File: config.mk
export PLATFORM = sky130hd
export DESIGN_NAME = cmos_lock_ram
export DESIGN_NICKNAME = d
export VERILOG_FILES = /design/src/rtl/cmos_ram_pkg.sv /design/src/rtl/cmos_idx_regs.sv /design/src/rtl/cmos_lock_reg.sv /design/src/rtl/cmos_bank_ram.sv /design/src/rtl/cmos_lock_ram.sv
export SDC_FILE = /design/constraint.sdc
export NUM_CORES = 2
export LEC_CHECK = 0
export BUFFER_PORTS_ARGS = -buffer_cell sky130_fd_sc_hd__buf_2
export CORE_ASPECT_RATIO = 1.1
export CORE_MARGIN = 2
export CORE_UTILIZATION = 45
export CTS_CLUSTER_SIZE = 28
export DETAILED_ROUTE_END_ITERATION = 8
export PLACE_DENSITY_LB_ADDON = 0.2
export SETUP_SLACK_MARGIN = 0.3
export SYNTH_ARGS = -nofsm -noshare
export SYNTH_HDL_FRONTEND = slang
export SYNTH_SLANG_ARGS = --single-unit
File: constraint.sdc
create_clock -name clk_i -period 7.45 [get_ports clk_i]
set_input_delay 1.49 -clock clk_i [delete_from_list [all_inputs] [get_ports clk_i]]
set_output_delay 1.49 -clock clk_i [all_outputs]
set_load 0.05 [all_outputs]
File: src/rtl/cmos_ram_pkg.sv
package cmos_ram_pkg;
  // host register select = {bank_i, off_i}
  localparam logic [2:0] SEL_IDX0 = 3'b000;
  localparam logic [2:0] SEL_DAT0 = 3'b001;
  localparam logic [2:0] SEL_LOCK = 3'b010;
  localparam logic [2:0] SEL_SHDW = 3'b011;
  localparam logic [2:0] SEL_IDX1 = 3'b100;
  localparam logic [2:0] SEL_DAT1 = 3'b101;
  localparam int unsigned N_BANKS = 2;
endpackage

File: src/rtl/cmos_idx_regs.sv
module cmos_idx_regs #(
  parameter int unsigned NB = 2,
  parameter int unsigned W  = 8
) (
  input  logic                 clk_i,
  input  logic                 rst_ni,
  input  logic                 bus_rst_i,
  input  logic [NB-1:0]        we_i,
  input  logic [W-1:0]         wdata_i,
  output logic [NB-1:0][W-1:0] idx_o
);
  for (genvar b = 0; b < NB; b++) begin : g_idx
    always_ff @(posedge clk_i or negedge rst_ni) begin
      if (!rst_ni)        idx_o[b] <= '0;
      else if (bus_rst_i) idx_o[b] <= '0;
      else if (we_i[b])   idx_o[b] <= wdata_i;
    end
  end
endmodule

File: src/rtl/cmos_lock_reg.sv
module cmos_lock_reg #(
  parameter int unsigned N_LOCK = 4
) (
  input  logic              clk_i,
  input  logic              rst_ni,
  input  logic              bus_rst_i,
  input  logic              set_i,
  input  logic [N_LOCK-1:0] set_bits_i,
  output logic [N_LOCK-1:0] lock_o
);
  // sticky: host can only OR bits in
  always_ff @(posedge clk_i or negedge rst_ni) begin
    if (!rst_ni)        lock_o <= '0;
    else if (bus_rst_i) lock_o <= '0;
    else if (set_i)     lock_o <= lock_o | set_bits_i;
  end
endmodule

File: src/rtl/cmos_bank_ram.sv
module cmos_bank_ram #(
  parameter int unsigned    AW      = 7,
  parameter int unsigned    DW      = 8,
  parameter logic [AW-1:0]  RO_ADDR = '0,
  parameter logic [DW-1:0]  RO_MASK = '0
) (
  input  logic          clk_i,
  input  logic          we_i,
  input  logic [AW-1:0] addr_i,
  input  logic [DW-1:0] wdata_i,
  output logic [DW-1:0] rdata_o
);
  localparam int unsigned DEPTH = 1 << AW;

  logic [DW-1:0] mem_q [DEPTH];
  logic [DW-1:0] keep_zero;

  // read-only bits are held at zero
  assign keep_zero = (addr_i == RO_ADDR) ? RO_MASK : '0;

  always_ff @(posedge clk_i) begin
    if (we_i) mem_q[addr_i] <= wdata_i & ~keep_zero;
  end

  assign rdata_o = mem_q[addr_i];
endmodule

File: src/rtl/cmos_lock_ram.sv
module cmos_lock_ram
  import cmos_ram_pkg::*;
#(
  parameter int unsigned    IDX_W   = 7,
  parameter int unsigned    DATA_W  = 8,
  parameter int unsigned    N_LOCK  = 4,
  parameter logic [IDX_W-1:0]  RO_LOC  = 7'h0B,
  parameter logic [DATA_W-1:0] RO_BITS = 8'h01
) (
  input  logic              clk_i,
  input  logic              rst_ni,
  input  logic              bus_rst_i,
  input  logic              bank_i,
  input  logic [1:0]        off_i,
  input  logic              wr_i,
  input  logic              rd_i,
  input  logic [DATA_W-1:0] wdata_i,
  output logic [DATA_W-1:0] rdata_o
);
  localparam int unsigned NB     = N_BANKS;
  localparam int unsigned LSEL_W = $clog2(N_LOCK);

  logic [2:0]                   sel;
  logic [NB-1:0][DATA_W-1:0]    idx_q;
  logic [NB-1:0]                idx_we;
  logic [NB-1:0]                ram_we;
  logic [NB-1:0][DATA_W-1:0]    ram_rd;
  logic [N_LOCK-1:0]            lock_q;
  logic                         lock_set;
  logic                         locked0;
  logic [DATA_W-1:0]            rd_next;
  logic [DATA_W-1:0]            rdata_q;

  assign sel = {bank_i, off_i};

  assign idx_we[0] = wr_i && (sel == SEL_IDX0);
  assign idx_we[1] = wr_i && (sel == SEL_IDX1);
  assign lock_set  = wr_i && (sel == SEL_LOCK);

  // lock decode uses the same masked index as the RAM
  assign locked0 = lock_q[idx_q[0][IDX_W-1 -: LSEL_W]];

  assign ram_we[0] = wr_i && !bus_rst_i && (sel == SEL_DAT0) && !locked0;
  assign ram_we[1] = wr_i && !bus_rst_i && (sel == SEL_DAT1);

  cmos_idx_regs #(.NB(NB), .W(DATA_W)) u_idx (
    .clk_i     (clk_i),
    .rst_ni    (rst_ni),
    .bus_rst_i (bus_rst_i),
    .we_i      (idx_we),
    .wdata_i   (wdata_i),
    .idx_o     (idx_q)
  );

  cmos_lock_reg #(.N_LOCK(N_LOCK)) u_lock (
    .clk_i      (clk_i),
    .rst_ni     (rst_ni),
    .bus_rst_i  (bus_rst_i),
    .set_i      (lock_set),
    .set_bits_i (wdata_i[N_LOCK-1:0]),
    .lock_o     (lock_q)
  );

  for (genvar b = 0; b < NB; b++) begin : g_bank
    cmos_bank_ram #(
      .AW      (IDX_W),
      .DW      (DATA_W),
      .RO_ADDR (RO_LOC),
      .RO_MASK ((b == 0) ? RO_BITS : DATA_W'(0))
    ) u_ram (
      .clk_i   (clk_i),
      .we_i    (ram_we[b]),
      .addr_i  (idx_q[b][IDX_W-1:0]),
      .wdata_i (wdata_i),
      .rdata_o (ram_rd[b])
    );
  end

  always_comb begin
    unique case (sel)
      SEL_DAT0: rd_next = locked0 ? '1 : ram_rd[0];
      SEL_LOCK: rd_next = DATA_W'(lock_q);
      SEL_SHDW: rd_next = idx_q[0];
      SEL_IDX1: rd_next = idx_q[1];
      SEL_DAT1: rd_next = ram_rd[1];
      default:  rd_next = '0; // write-only index and unused selects
    endcase
  end

  always_ff @(posedge clk_i or negedge rst_ni) begin
    if (!rst_ni)   rdata_q <= '0;
    else if (rd_i) rdata_q <= rd_next;
  end

  assign rdata_o = rdata_q;
endmodule

==> results.md <==
- Final setup viols: 0
- R2r endpoint: g_bank[0].u_ram.mem_q[20][7]
- RSZ-0062 raised after global routing: no
- Max_cap viols: 0
- Startpoint Class: register
- Arrival time at the worst endpoint: 5240 ps
- Fin nets: 4,317
- TritonCTS Sinks: 2,076
- Worst EP required: 7910 ps
- HPWL after detailed placement: 134,000 um
- Complex-gate fraction of the synthesized area: 6.14%
- Synth-to-layout area growth: 12.0%
- Post-Route WL: 228,000 um
- CTS tree: built
- Crit-path max cell delay: 980 ps
- Setup tns final: 0 ps
- Crit path max fanout: 20
- Vias in the first global route: 43,300
- Routability Congestion: 0.959
- Layout cells sized above 1: 19.5%
- CTS resizes: 0
- Iteration-0 DRC Markers: 6,123
- Post-synth ARST share: 1.35%
- Worst slew pin tran: 1350 ps
- Synth Area in Adders: 0%
- Peak VDD IR: 0.265 mV
- Status: complete, no violations
- Max-Slew Margin vs Limit: 9.46%
- Drt drc: 0
- Post-route clock period utilization: 64.1%
- Worst min-delay path category: reg -> reg
- Wirelength per Cell: 33.1 um
- Setup bufs post-CTS: 0
- Cells on worst reg2reg path: 6
- Cts bufs inserted: 204
- Multiplexer share of the synthesized area: 11.9%
- Aggregate global-route resource usage: 24.7%
- Synth warnings: 0
- Syn Inst Count: 4,233
- Synth Flop Type: edfxtp_1
- Post-DR vias/cell: 6.24
- Mean Syn Cell Area: 19.2 sq um
- CP Cell Sequence: nand2b_1 > o21ai_0 > a21boi_0 > nor3_1 > nand2_2 > nor2_1
- Clk Tree Root Cell: clkbuf_16
- Routed Antenna Nets: 0
- Final Hold Viols: 0
- Synthesized area: 0.0811 sq mm
- Pins over their slew limit: 0
- Seq/Total Area, Yosys: 76.7%
- Clk_skew: 35.0 ps
- Final min period: 4780 ps
- Worst setup EP type: register
- #FFs+latches synth: 2,076
- Pwr dens: 267 mW/mm^2
- Row cnt: 163
- Largest family of logic cells by synthesized area: multiplexers
- Worst R2R Start: u_idx.idx_o[5]
- Leakage: 27.5 nW
- IO Pins: 24
- Largest net degree at the start of global routing: 169
- CP Buf/Inv Count: 0
- Die H: 449 um
- Buffers on Ports: 23
- Post-Synth XOR/XNOR Area: 0%
- Count of different cell masters after synthesis: 78
- GR Overflow Total: 0
- Worst setup path end: g_bank[0].u_ram.mem_q[20][7]
- Most frequent cells in the layout: 2,048 x edfxtp_1, 316 x nor2_1, 302 x mux4_2
- Commonest non-fill, non-tap cell in the layout: edfxtp_1
- Critical Path Stages: 6
- Simple-gate share of the synthesized area: 3.53%
- Worst-Skew Late Latency: 860 ps
- DP Area: 0.0838 sq mm
- Full die area: 0.184 sq mm
- R2R Setup Slk: 2670 ps
- Initial antenna violation count: 3
- CORE AREA: 0.179 sq mm
- CP max stage cell: nand2_2
- Synthesized Nets: 4,249
- First-pass GRT wire length: 325,000 um
- DIE WIDTH: 409 um
- Clk buf depth: 3
- F_max: 209 MHz
- Drt pass-1 iters: 7
- # hold bufs at CTS: 0
- Starting Density: 45.2%
- Crit. Startpoint: u_idx.idx_o[5]
- # H-tree levels: 4
- CP delay by family, top: simple AND/OR/NAND/NOR gates
- Design Area, Final: 0.0908 sq mm
- Number of flops mapped to enable cells by yosys: 2,048
- Setup CP Type: reg -> reg
- CTS clk-pin slew, worst paths: 70 ps
- Vias: 42,900
[layout make-up]
type	count	area, sq um
fillers	14300	88500
flip-flops and latches	2076	62200
multi-input cells	1890	17500
clock buffers	248	5410
well taps	2392	2990
clock inverters	133	1540
repair buffers	120	1060
inverters	9	33.8
diodes	6	15.0
[cell families (layout without fill, tap and decap cells)]
family          Yosys count  after routing
compound gates          663            663
buf+inv                 267            510
flops                  2076           2076
mux                     572            572
simple gates            655            655
other cells               0              6
[metrics by stage]
stage	hold WS, ps	utilization (%)	total power, W	setup slack, ps	instances
6_report	535	50.7	0.0242	2670	6874
3_5_place_dp	518	46.8	0.0138	2190	6487
3_3_place_gp	515	46.8	0.0138	2310	6487
2_1_floorplan	475	-	0.0134	3610	4233
4_1_cts	533	50.6	0.0243	2740	6868
5_1_grt	565	50.6	0.0248	2440	6868
[cell usage after synthesis, types with 20 or more instances]
cell type | number | area share, %
clkbuf_1 | 99 | 0.46
nand3_1 | 28 | 0.17
a31oi_1 | 24 | 0.19
dfrtp_1 | 28 | 0.86
o211ai_1 | 24 | 0.22
mux4_2 | 302 | 8.4
a22oi_1 | 92 | 0.85
mux2i_1 | 183 | 2.3
a21oi_1 | 89 | 0.55
mux2_2 | 86 | 1.2
nor2_1 | 318 | 1.5
o21ai_0 | 58 | 0.36
nand2_1 | 185 | 0.86
buf_2 | 83 | 0.51
o22ai_1 | 32 | 0.25
a221o_1 | 38 | 0.47
a221oi_1 | 94 | 1.0
a211oi_1 | 39 | 0.36
nor2b_1 | 22 | 0.17
o2bb2ai_1 | 25 | 0.27
buf_6 | 26 | 0.36
buf_1 | 20 | 0.093
buf_4 | 29 | 0.27
a22o_1 | 25 | 0.27
edfxtp_1 | 2048 | 76
[sequential cells by signal, summed over array words and instances, names as in the netlist]
signal and cells:
g_bank.u_ram.mem_q 2048, u_idx.idx_o 16, rdata_o 8, u_lock.lock_o 4
[report_power, final]
group	switching (W)	internal (W)
sequential	0.0000236	0.0128
clock	0.00446	0.00625
combinational	0.000507	0.000165
[worst min-delay path: cells and delay by family (launching register included)]
kind               cells  cell delay [ps]
DFF                    1              370
and+or+nand+nor        1               80
AOI/OAI and AO/OA      1               50
[per-layer routing]
metal	GRT usage (%)	vias to the layer above	wire, um
met5	0	-	11
met4	9.57	2	9470
met3	4.56	479	20100
li1	-	17600	-
met2	39.5	2446	109000
met1	33.8	22300	89400
[how the worst min path moves through the flow]
| stage | start | endpoint | slack [ps] | cells after the start |
|---|---|---|---|---|
| CTS | u_lock.lock_o[2] | u_lock.lock_o[2] | 530 | 2 |
| finish | u_lock.lock_o[2] | u_lock.lock_o[2] | 540 | 2 |
| detailed placement | u_lock.lock_o[2] | u_lock.lock_o[2] | 520 | 2 |
| global placement | u_idx.idx_o[7] | u_idx.idx_o[7] | 520 | 2 |
| global route | u_idx.idx_o[7] | u_idx.idx_o[7] | 560 | 2 |
| floorplan | u_lock.lock_o[1] | u_lock.lock_o[1] | 470 | 2 |
No activity file was read; power rests on OpenSTA's default activity.
